### config.mk
export PLATFORM = sky130hd
export DESIGN_NAME = sdram_page_sequencer
export DESIGN_NICKNAME = d
export VERILOG_FILES = /design/src/rtl/sdram_seq_pkg.sv /design/src/rtl/sdram_gap_timer.sv /design/src/rtl/sdram_row_tracker.sv /design/src/rtl/sdram_cmd_issuer.sv /design/src/rtl/sdram_page_sequencer.sv
export SDC_FILE = /design/constraint.sdc
export NUM_CORES = 1
export LEC_CHECK = 0
export CAP_MARGIN = 20
export CORE_AREA = 3 3 112 103
export CTS_BUF_LIST = sky130_fd_sc_hd__clkbuf_8
export CTS_CLUSTER_SIZE = 40
export DETAILED_ROUTE_END_ITERATION = 7
export DIE_AREA = 0 0 115 106
export PLACE_DENSITY = 0.55
export SLEW_MARGIN = 20
export SYNTH_ARGS = -nofsm -noshare
export SYNTH_HDL_FRONTEND = slang
export SYNTH_SLANG_ARGS = --single-unit
### constraint.sdc
create_clock -name clk -period 2.6 [get_ports clk]
set_input_delay 0.26 -clock clk [delete_from_list [all_inputs] [get_ports clk]]
set_output_delay 0.26 -clock clk [all_outputs]
set_load 0.01 [all_outputs]
### src/rtl/sdram_seq_pkg.sv
// Shared types for the SDRAM page sequencer.
// Assumes the command code is the active-low triple {ras_n, cas_n, we_n}.
package sdram_seq_pkg;
    typedef enum logic [2:0] {
        CMD_IDLE = 3'b111,
        CMD_ACT  = 3'b011,
        CMD_RD   = 3'b101,
        CMD_WR   = 3'b100,
        CMD_PRE  = 3'b010,
        CMD_REF  = 3'b001
    } sd_cmd_e;

    typedef enum logic [1:0] {
        PG_HIT,
        PG_IDLE,
        PG_MISS
    } page_cls_e;

    localparam int unsigned A10_BIT = 10;
endpackage

### src/rtl/sdram_gap_timer.sv
// Down-counter that enforces a minimum spacing after a command.
// Loads load_val on load and counts down to zero; busy while non-zero.
// Assumes load is a single-cycle pulse from the issuer.
module sdram_gap_timer #(
    parameter int unsigned CNT_W = 4
) (
    input  logic             clk,
    input  logic             rst_n,
    input  logic             load,
    input  logic [CNT_W-1:0] load_val,
    output logic             busy
);
    logic [CNT_W-1:0] cnt_q;

    // Load on command, otherwise count down to zero.
    always_ff @(posedge clk) begin
        if (!rst_n)          cnt_q <= '0;
        else if (load)       cnt_q <= load_val;
        else if (cnt_q != 0) cnt_q <= cnt_q - 1'b1;
    end

    assign busy = (cnt_q != '0);


    gap_countdown_chk: assert property (@(posedge clk) disable iff (!rst_n)
        (busy && !load) |=> (cnt_q == $past(cnt_q) - 1'b1));
endmodule

### src/rtl/sdram_row_tracker.sv
// Holds the single open row of one chip-select region.
// Assumes open_en and close_en are never high together.
module sdram_row_tracker #(
    parameter int unsigned BANK_W = 2,
    parameter int unsigned ROW_W  = 13
) (
    input  logic              clk,
    input  logic              rst_n,
    input  logic              open_en,
    input  logic              close_en,
    input  logic [BANK_W-1:0] open_bank,
    input  logic [ROW_W-1:0]  open_row,
    output logic              is_open,
    output logic [BANK_W-1:0] cur_bank,
    output logic [ROW_W-1:0]  cur_row
);
    // Record the row on activate, forget it on precharge.
    always_ff @(posedge clk) begin
        if (!rst_n) begin
            is_open  <= 1'b0;
            cur_bank <= '0;
            cur_row  <= '0;
        end else if (close_en) begin
            is_open  <= 1'b0;
        end else if (open_en) begin
            is_open  <= 1'b1;
            cur_bank <= open_bank;
            cur_row  <= open_row;
        end
    end


    close_clears_chk: assert property (@(posedge clk) disable iff (!rst_n)
        close_en |=> !is_open);


    open_latches_chk: assert property (@(posedge clk) disable iff (!rst_n)
        (open_en && !close_en) |=> (is_open && cur_row == $past(open_row)
                                    && cur_bank == $past(open_bank)));
endmodule

### src/rtl/sdram_cmd_issuer.sv
// Chooses one SDRAM command per cycle from the request, the page state
// and the spacing timers, and registers it onto the pins.
// Assumes requests are held until acknowledged.
module sdram_cmd_issuer
    import sdram_seq_pkg::*;
#(
    parameter int unsigned NUM_CS = 2,
    parameter int unsigned CS_W   = 1,
    parameter int unsigned BANK_W = 2,
    parameter int unsigned ROW_W  = 13,
    parameter int unsigned COL_W  = 10,
    parameter int unsigned ADDR_W = 13
) (
    input  logic                           clk,
    input  logic                           rst_n,
    input  logic                           req_valid,
    input  logic                           req_write,
    input  logic [CS_W-1:0]                req_cs,
    input  logic [BANK_W-1:0]              req_bank,
    input  logic [ROW_W-1:0]               req_row,
    input  logic [COL_W-1:0]               req_col,
    output logic                           req_ack,
    input  logic                           ref_req,
    output logic                           ref_ack,
    input  logic [NUM_CS-1:0]              trk_vld,
    input  logic [NUM_CS-1:0][BANK_W-1:0]  trk_bank,
    input  logic [NUM_CS-1:0][ROW_W-1:0]   trk_row,
    output logic [NUM_CS-1:0]              trk_open,
    output logic [NUM_CS-1:0]              trk_close,
    input  logic                           trp_busy,
    input  logic                           trcd_busy,
    input  logic                           twr_busy,
    output logic                           trp_load,
    output logic                           trcd_load,
    output logic                           twr_load,
    output logic                           sd_cke,
    output logic [NUM_CS-1:0]              sd_cs_n,
    output logic                           sd_ras_n,
    output logic                           sd_cas_n,
    output logic                           sd_we_n,
    output logic [BANK_W-1:0]              sd_ba,
    output logic [ADDR_W-1:0]              sd_addr
);
    typedef enum logic {ST_RUN, ST_REF} st_e;

    st_e              st_q, st_d;
    page_cls_e        cls;
    logic             sel_vld;
    logic [BANK_W-1:0] sel_bank;
    logic [ROW_W-1:0] sel_row;
    sd_cmd_e          nxt_cmd;
    logic             nxt_all;
    logic [BANK_W-1:0] nxt_ba;
    logic [ADDR_W-1:0] nxt_addr;
    logic [NUM_CS-1:0] nxt_cs_n;

    // Sort the request against the open row of its region.
    always_comb begin
        sel_vld  = trk_vld[req_cs];
        sel_bank = trk_bank[req_cs];
        sel_row  = trk_row[req_cs];
        if (!sel_vld)                                     cls = PG_IDLE;
        else if (sel_bank == req_bank && sel_row == req_row) cls = PG_HIT;
        else                                              cls = PG_MISS;
    end

    // Pick this cycle's command, subject to priority and spacing.
    always_comb begin
        st_d      = st_q;
        nxt_cmd   = CMD_IDLE;
        nxt_all   = 1'b0;
        nxt_ba    = '0;
        nxt_addr  = '0;
        req_ack   = 1'b0;
        ref_ack   = 1'b0;
        trk_open  = '0;
        trk_close = '0;
        trp_load  = 1'b0;
        trcd_load = 1'b0;
        twr_load  = 1'b0;
        case (st_q)
            ST_RUN: begin
                if (ref_req) begin
                    if (!twr_busy) begin
                        nxt_cmd           = CMD_PRE;
                        nxt_all           = 1'b1;
                        nxt_addr[A10_BIT] = 1'b1;
                        trk_close         = '1;
                        trp_load          = 1'b1;
                        st_d              = ST_REF;
                    end
                end else if (req_valid) begin
                    case (cls)
                        PG_HIT: if (!trcd_busy) begin
                            nxt_cmd           = req_write ? CMD_WR : CMD_RD;
                            nxt_ba            = req_bank;
                            nxt_addr          = ADDR_W'(req_col);
                            nxt_addr[A10_BIT] = 1'b0;
                            req_ack           = 1'b1;
                            twr_load          = req_write;
                        end
                        PG_IDLE: if (!trp_busy) begin
                            nxt_cmd          = CMD_ACT;
                            nxt_ba           = req_bank;
                            nxt_addr         = ADDR_W'(req_row);
                            trk_open[req_cs] = 1'b1;
                            trcd_load        = 1'b1;
                        end
                        default: if (!twr_busy) begin
                            nxt_cmd           = CMD_PRE;
                            nxt_ba            = sel_bank;
                            trk_close[req_cs] = 1'b1;
                            trp_load          = 1'b1;
                        end
                    endcase
                end
            end
            default: begin
                if (!trp_busy) begin
                    nxt_cmd  = CMD_REF;
                    nxt_all  = 1'b1;
                    ref_ack  = 1'b1;
                    trp_load = 1'b1;
                    st_d     = ST_RUN;
                end
            end
        endcase
    end

    // Route the command to one region, to all regions, or to none.
    always_comb begin
        if (nxt_cmd == CMD_IDLE) nxt_cs_n = '1;
        else if (nxt_all)        nxt_cs_n = '0;
        else                     nxt_cs_n = ~(NUM_CS'(1) << req_cs);
    end

    // Register the state and the pin values.
    always_ff @(posedge clk) begin
        if (!rst_n) begin
            st_q     <= ST_RUN;
            sd_cke   <= 1'b0;
            sd_cs_n  <= '1;
            sd_ras_n <= 1'b1;
            sd_cas_n <= 1'b1;
            sd_we_n  <= 1'b1;
            sd_ba    <= '0;
            sd_addr  <= '0;
        end else begin
            st_q     <= st_d;
            sd_cke   <= 1'b1;
            sd_cs_n  <= nxt_cs_n;
            {sd_ras_n, sd_cas_n, sd_we_n} <= nxt_cmd;
            sd_ba    <= nxt_ba;
            sd_addr  <= nxt_addr;
        end
    end


    cke_hold_chk: assert property (@(posedge clk) disable iff (!rst_n)
        sd_cke |=> sd_cke);


    rw_one_region_chk: assert property (@(posedge clk) disable iff (!rst_n)
        (sd_ras_n && !sd_cas_n) |-> ($countones(~sd_cs_n) == 1));


    ack_to_pins_chk: assert property (@(posedge clk) disable iff (!rst_n)
        req_ack |=> (sd_ras_n && !sd_cas_n));
endmodule

### src/rtl/sdram_page_sequencer.sv
// Top level: per-region open-row trackers, three spacing timers and
// the command issuer. Assumes NUM_CS >= 2 and COL_W <= 10.
module sdram_page_sequencer #(
    parameter int unsigned NUM_CS   = 2,
    parameter int unsigned NUM_BANK = 4,
    parameter int unsigned ROW_W    = 13,
    parameter int unsigned COL_W    = 10,
    parameter int unsigned ADDR_W   = 13,
    parameter int unsigned GAP_W    = 4,
    localparam int unsigned CS_W    = $clog2(NUM_CS),
    localparam int unsigned BANK_W  = $clog2(NUM_BANK)
) (
    input  logic              clk,
    input  logic              rst_n,
    input  logic [GAP_W-1:0]  cfg_trp,
    input  logic [GAP_W-1:0]  cfg_trcd,
    input  logic [GAP_W-1:0]  cfg_twr,
    input  logic              req_valid,
    input  logic              req_write,
    input  logic [CS_W-1:0]   req_cs,
    input  logic [BANK_W-1:0] req_bank,
    input  logic [ROW_W-1:0]  req_row,
    input  logic [COL_W-1:0]  req_col,
    output logic              req_ack,
    input  logic              ref_req,
    output logic              ref_ack,
    output logic              sd_cke,
    output logic [NUM_CS-1:0] sd_cs_n,
    output logic              sd_ras_n,
    output logic              sd_cas_n,
    output logic              sd_we_n,
    output logic [BANK_W-1:0] sd_ba,
    output logic [ADDR_W-1:0] sd_addr
);
    logic [NUM_CS-1:0]             trk_vld, trk_open, trk_close;
    logic [NUM_CS-1:0][BANK_W-1:0] trk_bank;
    logic [NUM_CS-1:0][ROW_W-1:0]  trk_row;
    logic trp_busy, trcd_busy, twr_busy;
    logic trp_load, trcd_load, twr_load;

    for (genvar g = 0; g < NUM_CS; g++) begin : g_trk
        sdram_row_tracker #(.BANK_W(BANK_W), .ROW_W(ROW_W)) u_trk (
            .clk(clk), .rst_n(rst_n),
            .open_en(trk_open[g]), .close_en(trk_close[g]),
            .open_bank(req_bank), .open_row(req_row),
            .is_open(trk_vld[g]), .cur_bank(trk_bank[g]), .cur_row(trk_row[g])
        );


        rw_open_row_chk: assert property (@(posedge clk) disable iff (!rst_n)
            (sd_ras_n && !sd_cas_n && !sd_cs_n[g]) |-> (trk_vld[g] && trk_bank[g] == sd_ba));
    end

    sdram_gap_timer #(.CNT_W(GAP_W)) u_trp (
        .clk(clk), .rst_n(rst_n), .load(trp_load), .load_val(cfg_trp), .busy(trp_busy));
    sdram_gap_timer #(.CNT_W(GAP_W)) u_trcd (
        .clk(clk), .rst_n(rst_n), .load(trcd_load), .load_val(cfg_trcd), .busy(trcd_busy));
    sdram_gap_timer #(.CNT_W(GAP_W)) u_twr (
        .clk(clk), .rst_n(rst_n), .load(twr_load), .load_val(cfg_twr), .busy(twr_busy));

    sdram_cmd_issuer #(
        .NUM_CS(NUM_CS), .CS_W(CS_W), .BANK_W(BANK_W),
        .ROW_W(ROW_W), .COL_W(COL_W), .ADDR_W(ADDR_W)
    ) u_issue (
        .clk(clk), .rst_n(rst_n),
        .req_valid(req_valid), .req_write(req_write), .req_cs(req_cs),
        .req_bank(req_bank), .req_row(req_row), .req_col(req_col),
        .req_ack(req_ack), .ref_req(ref_req), .ref_ack(ref_ack),
        .trk_vld(trk_vld), .trk_bank(trk_bank), .trk_row(trk_row),
        .trk_open(trk_open), .trk_close(trk_close),
        .trp_busy(trp_busy), .trcd_busy(trcd_busy), .twr_busy(twr_busy),
        .trp_load(trp_load), .trcd_load(trcd_load), .twr_load(twr_load),
        .sd_cke(sd_cke), .sd_cs_n(sd_cs_n), .sd_ras_n(sd_ras_n),
        .sd_cas_n(sd_cas_n), .sd_we_n(sd_we_n), .sd_ba(sd_ba), .sd_addr(sd_addr)
    );


    ref_rows_closed_chk: assert property (@(posedge clk) disable iff (!rst_n)
        (!sd_ras_n && !sd_cas_n && sd_we_n) |-> (trk_vld == '0));
endmodule

==> results.cfg, run 1 <==
[sta]
worst_pin_slew_ns = 0.499
hold_viol = 0
fmax_mhz = 416
worst_slew_margin_rel_pct = 66.6
rsz0062_at_grt = no
slew_violations = 0
skew_ns = 0.0101
fin_tns_setup_ns = 0
post-route-period-util_pct = 92.4
period_needed_ns = 2.40
setup_viol = 0

[pwr]
vdd_drop_max_mv = 0.337
powerDensity_nw_per_um2 = 849
p_leak_nw = 1.80
total_power_mw = 3.76

[synthesis]
ys_warn_count = 0
synth_cell_types = 43
ys_seq_area_share_pct = 42.5
synth_cells = 357
syn-cell-area_um2 = 3110
synthesis.nets = 404
yosys_register_bits = 66
avgSynthCellArea_um2 = 8.71

[worst_hold_path]
hold_class = flip-flop to flip-flop
hp-start = g_trk[0].u_trk.cur_row[3]

[clock_tree]
htree_levels = 3
cts_root_buf = clkbuf_8
cts_sinks = 66
postCtsHoldBufs = 0
numCtsBuffers = 9
clk-insertion-delay-late_ns = 0.35
cts.reportedPaths.clkPinSlew_ns = 0.08
cts_tree = built
clockBufferDepth = 2

[cells_and_area]
antennaDiodeCount = 0
drive_gt1_share_pct = 15.8
layout.nets = 504
utilization_pct = 42.8
syn_to_final_growth_pct = 42.3
fill_cells = 1028

[detailed_routing]
vias = 2872
drc_errors = 0
ant_nets = 0
vias_per_cell = 4.86
dr.first_iter.drc_count = 118
wl_per_cell_um = 14.6
wl_um = 8660
dr.pass1.iters = 4

[job]
maxCapViolations = 0

[floorplan]
die_y_um = 106
initial_utilization_pct = 30.1
die_x_um = 115
core_area_um2 = 10300
rows = 35
fp.dieArea_um2 = 12200
ios = 66

[run_status]
status = finished clean

[grt]
gr-total-overflow = 0
grt_max_degree = 39
track_usage_pct = 14.8
antenna_found_initial = 0
grt_pass1_vias = 2789
grt_pass1_wl_um = 14100

[worst_setup_path]
rr_startpoint = g_trk[1].u_trk.cur_bank[1]
critPathArrivalTime_ns = 2.14
startpoint = req_cs
crit_type = input pin to output port
critPathCaptureType = output port
crit_fanout = 6
cp.required_ns = 2.34
start_kind = input pin

[placed_design]
gp_congestion = 0.814
io_buffers = 65
dpl.hpwl_um = 6330
[state kept, by name, summed over array words and instances, names as in the netlist]
register	cells
u_twr.cnt_q	4
u_issue.sd_ba	2
u_issue.sd_cas_n	1
u_issue.sd_we_n	1
u_trp.cnt_q	4
u_issue.sd_cs_n	2
u_issue.st_q	1
g_trk.u_trk.cur_row	26
u_issue.sd_cke	1
g_trk.u_trk.cur_bank	4
u_issue.sd_addr	13
u_issue.sd_ras_n	1
g_trk.u_trk.is_open	2
u_trcd.cnt_q	4
[cell families (layout without fill, tap and decap cells)]
group,after synthesis,in the layout,share of synthesized area (%)
mux,37,37,11.9
buf+inv,27,132,4.95
flops,66,66,42.5
fa+ha+maj,4,4,1.61
xor+xnor,19,19,5.35
simple gates,145,145,22.4
compound gates,59,59,11.3
[cell usage after synthesis]
master | number | area share, %
a211oi_1 | 2 | 0.48
a21o_1 | 1 | 0.24
a21oi_1 | 34 | 5.5
a22o_1 | 1 | 0.28
a311oi_1 | 1 | 0.28
a31oi_1 | 1 | 0.20
a32o_1 | 2 | 0.64
and2_1 | 3 | 0.60
and3_1 | 6 | 1.2
buf_12 | 1 | 0.64
buf_2 | 3 | 0.48
buf_4 | 1 | 0.24
buf_6 | 3 | 1.1
clkbuf_1 | 11 | 1.3
dfxtp_1 | 66 | 42
dlygate4sd3_1 | 1 | 0.32
ha_1 | 4 | 1.6
inv_1 | 7 | 0.84
mux2i_1 | 37 | 12
nand2_1 | 48 | 5.8
nand2b_1 | 2 | 0.40
nand3_1 | 31 | 5.0
nand3_2 | 1 | 0.32
nand4_1 | 4 | 0.80
nor2_1 | 27 | 3.3
nor2b_1 | 2 | 0.40
nor3_1 | 6 | 0.97
nor3b_1 | 5 | 1.2
nor4_1 | 1 | 0.20
nor4_2 | 1 | 0.40
o211a_1 | 1 | 0.32
o21ai_0 | 10 | 1.6
o21ai_1 | 1 | 0.16
o21bai_1 | 1 | 0.24
o311a_2 | 1 | 0.36
o31ai_1 | 2 | 0.48
o41ai_2 | 1 | 0.52
or2_2 | 1 | 0.20
or3_1 | 5 | 1.0
or3b_2 | 1 | 0.28
or4_4 | 1 | 0.36
xnor2_1 | 4 | 1.1
xor2_1 | 15 | 4.2
[report_power, final]
group | total (mW) | internal, mW | switching [mW]
sequential | 1.27 | 1.17 | 0.104
combinational | 1.49 | 0.708 | 0.787
clock | 0.990 | 0.567 | 0.422
total | 3.76 | 2.45 | 1.31
[critical path: stages]
cell and delay, ns:
clkbuf_2 0.14, bufbuf_16 0.28, buf_4 0.12, mux2i_1 0.20, xor2_1 0.23, nand3_1 0.16, nor4_4 0.26, and3_4 0.23
dlygate4sd2_1 0.26
[layout by cell type (no fill, tap or decap), types with 3 or more instances in the layout]
| cell type | n |
|---|---|
| o21ai_0 | 10 |
| a21oi_1 | 34 |
| nor2_1 | 27 |
| and3_1 | 5 |
| dfxtp_1 | 66 |
| nor3b_1 | 4 |
| nor3_1 | 6 |
| clkbuf_8 | 10 |
| xor2_1 | 15 |
| xnor2_1 | 4 |
| mux2i_1 | 34 |
| nand2_1 | 48 |
| inv_1 | 7 |
| buf_4 | 41 |
| nand4_1 | 4 |
| clkdlybuf4s50_1 | 63 |
| or3_1 | 5 |
| and2_1 | 3 |
| ha_1 | 4 |
| nand3_1 | 31 |
| mux2i_2 | 3 |
[metal layers]
metal | routed length, µm | track usage, %
met2 | 4050 | 22.9
met4 | 123 | 4.78
met1 | 3960 | 19.6
met3 | 528 | 4.27
met5 | 0 | 0
[timing repair]
action / in CTS / in global routing
cloned: 1 / 0
setup endpoints to repair: 1 / 1
setup buffers: 3 / 0
resized for setup: 6 / 3
pin swaps: 3 / 6
[final cells by class]
type | instances | area [µm²] | area share, %
well taps | 129 | 161 | 3.65
inverters | 7 | 26.3 | 0.594
clock buffers | 10 | 138 | 3.11
clock inverters | 6 | 90.1 | 2.04
flip-flops and latches | 66 | 1320 | 29.8
multi-input cells | 264 | 1670 | 37.6
repair buffers | 109 | 1020 | 23.1
[per-stage QoR]
| stage | worst slack (ns) | hold WS, ns | cells | cell area [µm²] |
|---|---|---|---|---|
| after CTS | 0.0446 | 0.444 | 591 | 4430 |
| final | 0.198 | 0.456 | 591 | 4430 |
| after global routing | 0.0594 | 0.446 | 591 | 4430 |
| after floorplan | 0.389 | 0.288 | 357 | 3110 |
| after detailed placement | -0.365 | 0.446 | 571 | 4130 |
| after global placement | -0.316 | 0.445 | 571 | 4130 |
[path summary, 6_finish.rpt]
check	endpoint	slack [ns]	cells past startpoint
setup / recovery	req_ack	0.20	9
hold / removal	g_trk[0].u_trk.cur_row[3]	0.46	2
setup reg to reg	u_twr.cnt_q[2]	0.39	7
hold reg to reg	g_trk[0].u_trk.cur_row[3]	0.46	2
Note: power is estimated with default switching activity, not from simulation.
==> run 2: changes to the inputs <==
--- a/config.mk
+++ b/config.mk
@@ -8,10 +8,12 @@
 export CAP_MARGIN = 20
 export CORE_AREA = 3 3 112 103
 export CTS_BUF_LIST = sky130_fd_sc_hd__clkbuf_8
+export CTS_CLUSTER_DIAMETER = 50
 export CTS_CLUSTER_SIZE = 40
 export DETAILED_ROUTE_END_ITERATION = 7
 export DIE_AREA = 0 0 115 106
 export PLACE_DENSITY = 0.55
+export RECOVER_POWER = 25
 export SLEW_MARGIN = 20
 export SYNTH_ARGS = -nofsm -noshare
 export SYNTH_HDL_FRONTEND = slang
==> run 2 against run 1 <==
  * Non-clock buffer count stayed put
  * Setup slack hardly changed
  * Cell count stayed put
  * Die area stayed put
  * Core utilization hardly changed
  * Total power is 0.46% lower
  * Clock power hardly changed
  * Critical path type unchanged
  * Critical endpoint unchanged
  * Largest cell class unchanged
  * Largest power group unchanged
==> results.cfg, run 2 (synthesis results as in run 1) <==
[clock_tree]
cts_root_buf = clkbuf_8
cts_sinks = 66
clk-insertion-delay-late_ns = 0.35
cts_tree = built
clockBufferDepth = 2
numCtsBuffers = 9
cts.reportedPaths.clkPinSlew_ns = 0.08
htree_levels = 3

[sta]
rsz0062_at_grt = no
setup_viol = 0
worst_slew_margin_rel_pct = 49.0
post-route-period-util_pct = 92.4
period_needed_ns = 2.40
hold_viol = 0
skew_ns = 0.0102
fin_tns_setup_ns = 0
fmax_mhz = 416
worst_pin_slew_ns = 0.765
slew_violations = 0

[run_status]
status = finished clean

[worst_setup_path]
cp.required_ns = 2.34
crit_type = input pin to output port
slowest_stage = bufbuf_16
crit_fanout = 6
critPathCaptureType = output port
r2r_setup_slack_ns = 0.39
crit_buf_inv = 4
critPathArrivalTime_ns = 2.14
slowest_delay_ns = 0.28
start_kind = input pin
crit_chain = clkbuf_2, bufbuf_16, buf_4, mux2i_1, xor2_1, nand3_1, nor4_4, and3_4, dlygate4sd2_1
critical_path.top_delay_family = buffers and inverters

[floorplan]
ios = 66
core_area_um2 = 10300
rows = 35
fp.dieArea_um2 = 12200
die_x_um = 115
initial_utilization_pct = 30.1
die_y_um = 106

[cells_and_area]
layout.nets = 504
ff_latch_area_um2 = 1320
reg_top3 = g_trk.u_trk.cur_row: 26 flops, u_issue.sd_addr: 13 flops
syn_to_final_growth_pct = 42.2
largest_reg_flops = 26
mostFrequentLayoutCells = dfxtp_1, nand2_1, clkdlybuf4s50_1
antennaDiodeCount = 0
drive_gt1_share_pct = 15.6
largest_register = g_trk.u_trk.cur_row
final_common_cell = dfxtp_1
fill_cells = 1029
multi_input_area_um2 = 1670
utilization_pct = 42.8

[pwr]
pwr-share-clk_pct = 26.5
p_int_mw = 2.43
powerDensity_nw_per_um2 = 846
netSwitchingPower_mw = 1.31
swShare_pct = 35.0
p_leak_nw = 1.84
vdd_drop_max_mv = 0.337
total_power_mw = 3.74
comb_power_share_pct = 39.5
pwr-share-seq_pct = 34.0

[placed_design]
dpl.hpwl_um = 6330
gp_congestion = 0.814
io_buffers = 65

[grt]
antenna_found_initial = 0
grt_pass1_wl_um = 14100
grt_max_degree = 39
track_usage_pct = 14.8
grt_pass1_vias = 2789
gr-total-overflow = 0

[detailed_routing]
dr.first_iter.drc_count = 120
wl_per_cell_um = 14.6
vias_per_cell = 4.86
ant_nets = 0
drc_errors = 0
dr.pass1.iters = 4
wl_um = 8650
vias = 2872

[worst_hold_path]
hold_class = flip-flop to flip-flop

[job]
maxCapViolations = 0
run 2: changes by cell type in the layout (fill, tap and decap cells not counted), sizes merged:
cell           before  now
dlygate4sd3         0   21
clkbuf             11   12
buf                43   42
clkdlybuf4s50      63   42
run 2: through the flow:
stage          instances  cell area (µm²)  hold slack (ns)  setup WS (ns)
5_1_grt              591             4420            0.446         0.0594
3_5_place_dp         571             4130            0.446         -0.365
3_3_place_gp         571             4130            0.445         -0.316
2_1_floorplan        357             3110            0.288          0.389
6_report             591             4420            0.456          0.198
4_1_cts              591             4430            0.444         0.0446
run 2: cell type report:
| type | instances | area share [%] |
|---|---|---|
| multi-input combinational | 264 | 37.7 |
| sequential | 66 | 29.9 |
| timing repair buffer | 109 | 23.1 |
| tap | 129 | 3.65 |
| clock buffer | 10 | 3.11 |
| clock inverter | 6 | 2.04 |
| inverter | 7 | 0.594 |
run 2: worst paths after layout:
| path | startpoint | cells past startpoint | endpoint |
|---|---|---|---|
| worst min register to register | g_trk[0].u_trk.cur_row[3] | 2 | g_trk[0].u_trk.cur_row[3] |
| worst max-delay path | req_cs | 9 | req_ack |
| worst max register to register | g_trk[1].u_trk.cur_bank[1] | 7 | u_twr.cnt_q[2] |
| worst min-delay path | g_trk[0].u_trk.cur_row[3] | 2 | g_trk[0].u_trk.cur_row[3] |
run 2: worst min-delay path: cells and delay by family (launching register included):
family / cells / cell delay, ns
DFF: 1 / 0.32
and+or+nand+nor: 1 / 0.05
AOI/OAI and AO/OA: 1 / 0.05
run 2: per-layer routing:
metal  global-route usage [%]  wire [µm]  vias up
li1                         -          -     1448
met4                     4.78        123        0
met5                        0          0        -
met3                     4.27        523        9
met2                     22.9       4050       69
met1                     19.6       3960     1346
run 2: what timing repair did:
| item | 4_1_cts | 5_1_grt |
|---|---|---|
| endpoints found under the hold margin | 0 | 0 |
| resized for setup | 6 | 3 |
| cloned | 1 | 0 |
| setup endpoints to repair | 1 | 1 |
| pin swaps | 3 | 6 |
| hold buffers | 0 | 0 |
| buffers inserted | 3 | 0 |
run 2: power groups by stage:
stage | sequential [mW] | clock [mW] | combinational, mW
finish | 1.27 | 0.990 | 1.48
global route | 1.30 | 1.06 | 1.64
CTS | 1.27 | 1.03 | 1.50
detailed placement | 1.29 | 0 | 1.48
global placement | 1.29 | 0 | 1.46
floorplan | 1.29 | 0 | 0.927
==> run 3: changes to the inputs <==
--- a/config.mk
+++ b/config.mk
@@ -12,7 +12,8 @@
 export CTS_CLUSTER_SIZE = 40
 export DETAILED_ROUTE_END_ITERATION = 7
 export DIE_AREA = 0 0 115 106
-export PLACE_DENSITY = 0.55
+export DONT_BUFFER_PORTS = 1
+export PLACE_DENSITY = 0.47
 export RECOVER_POWER = 25
 export SLEW_MARGIN = 20
 export SYNTH_ARGS = -nofsm -noshare
==> run 3 against run 2 <==
  * Core utilization is 9.1 points lower
  * Wire length is 9.5% lower
  * Cell count shrank 16%
  * Highest routed layer unchanged
==> results.cfg, run 3 (synthesis results as in run 1) <==
[run_status]
status = finished clean

[sta]
setup_viol = 0
rsz0062_at_grt = no
worst_slew_margin_rel_pct = 45.9
fin_tns_setup_ns = 0
skew_ns = 0.0139
post-route-period-util_pct = 91.5
slew_violations = 0
setup_ws_ns = 0.221
fmax_mhz = 420
hold_viol = 0
worst_pin_slew_ns = 0.806
period_needed_ns = 2.38

[worst_setup_path]
critical_path.top_delay_family = simple AND/OR/NAND/NOR gates
crit_type = flip-flop to output port
critPathCaptureType = output port
crit_fanout = 11
slowest_stage = nor4_4
start_kind = flip-flop
crit_buf_inv = 1
critPathArrivalTime_ns = 2.12
slowest_delay_ns = 0.34
crit_chain = mux2i_1, xor2_1, nand4_1, nor4_4, buf_4, and3_1
cp.required_ns = 2.34

[placed_design]
dpl-instance-area_um2 = 3260
io_buffers = 0
dpl.hpwl_um = 5540
gp_congestion = 0.722
post-place-ws_ns = 0.172

[cells_and_area]
syn_to_final_growth_pct = 11.9
mostFrequentLayoutCells = dfxtp_1, nand2_1, mux2i_1
stdcell_area_um2 = 3480
reg_top3 = g_trk.u_trk.cur_row: 26 flops, u_issue.sd_addr: 13 flops
antennaDiodeCount = 0
final_common_cell = dfxtp_1
utilization_pct = 33.7
drive_gt1_share_pct = 10.3
largest_reg_flops = 26
fill_cells = 1105
largest_register = g_trk.u_trk.cur_row
layout.nets = 410

[clock_tree]
cts_sinks = 66
cts.reportedPaths.clkPinSlew_ns = 0.08
clockBufferDepth = 2
htree_levels = 3
numCtsBuffers = 9
cts_tree = built
clk-insertion-delay-late_ns = 0.35
cts_root_buf = clkbuf_8

[pwr]
swShare_pct = 36.5
pwr-share-seq_pct = 38.2
powerDensity_nw_per_um2 = 975
vdd_drop_max_mv = 0.318
comb_power_share_pct = 35.1
p_int_mw = 2.16
netSwitchingPower_mw = 1.24
p_leak_nw = 1.39
pwr-share-clk_pct = 26.8
total_power_mw = 3.40

[grt]
grt_pass1_vias = 2339
antenna_found_initial = 0
gr-total-overflow = 0
grt_pass1_wl_um = 12600
track_usage_pct = 13.2
grt_max_degree = 39

[job]
maxCapViolations = 0

[floorplan]
initial_utilization_pct = 30.1
rows = 35
die_x_um = 115
core_area_um2 = 10300
fp.dieArea_um2 = 12200
die_y_um = 106
ios = 66

[detailed_routing]
vias_per_cell = 4.99
vias = 2478
dr.pass1.iters = 4
ant_nets = 0
wl_um = 7830
drc_errors = 0
dr.first_iter.drc_count = 175
wl_per_cell_um = 15.8

[worst_hold_path]
hold_class = input pin to flip-flop
## run 3: changes by cell type in the layout (fill, tap and decap cells not counted), sizes merged
cell	delta
bufinv	-1
clkdlybuf4s50	-42
clkinvlp	-1
bufbuf	-1
clkbuf	-2
buf	-28
dlygate4sd2	-1
inv	+2
dlygate4sd3	-20
## run 3: final timing paths
kind / start / end / slack [ns] / cells past startpoint
worst min-delay path: req_row[3] / u_issue.sd_addr[3] / 0.04 / 2
worst max-delay path: g_trk[1].u_trk.cur_bank[0] / req_ack / 0.22 / 6
worst min register to register: g_trk[0].u_trk.cur_row[1] / g_trk[0].u_trk.cur_row[1] / 0.46 / 2
worst max register to register: u_trp.cnt_q[0] / u_issue.sd_cs_n[0] / 0.30 / 8
## run 3: power by group through the flow
stage	sequential, mW	combinational, mW	clock (mW)
after floorplan	1.29	0.927	0
after global placement	1.32	1.19	0
after detailed placement	1.32	1.20	0
after CTS	1.30	1.21	0.948
after global routing	1.32	1.35	0.995
final	1.30	1.19	0.909
## run 3: layout make-up
type	instances	area, µm²	share of cell area [%]
clock buffers	10	138	3.95
clock inverters	6	73.8	2.12
inverters	7	26.3	0.755
multi-input cells	264	1650	47.3
flip-flops and latches	66	1320	37.9
well taps	129	161	4.64
repair buffers	15	115	3.31
## run 3: timing repair
action | CTS | global route
setup buffers | 0 | 0
gates resized for setup | 0 | 1
hold endpoints to repair | 4 | 0
setup endpoints to repair | 0 | 15
hold buffers | 1 | 0
## run 3: metal layers
layer / global-route usage (%) / up-vias / routed length [µm]
met3: 4.61 / 6 / 478
met5: 0 / - / 0
met4: 4.61 / 0 / 89
met1: 17.6 / 1175 / 3610
met2: 19.7 / 43 / 3650
li1: - / 1254 / -
## run 3: per-stage QoR
step                std cells  hold slack [ns]
CTS                       497          0.00945
global placement          480            0.291
finish                    497           0.0362
global route              497           0.0172
floorplan                 357            0.288
detailed placement        480            0.291
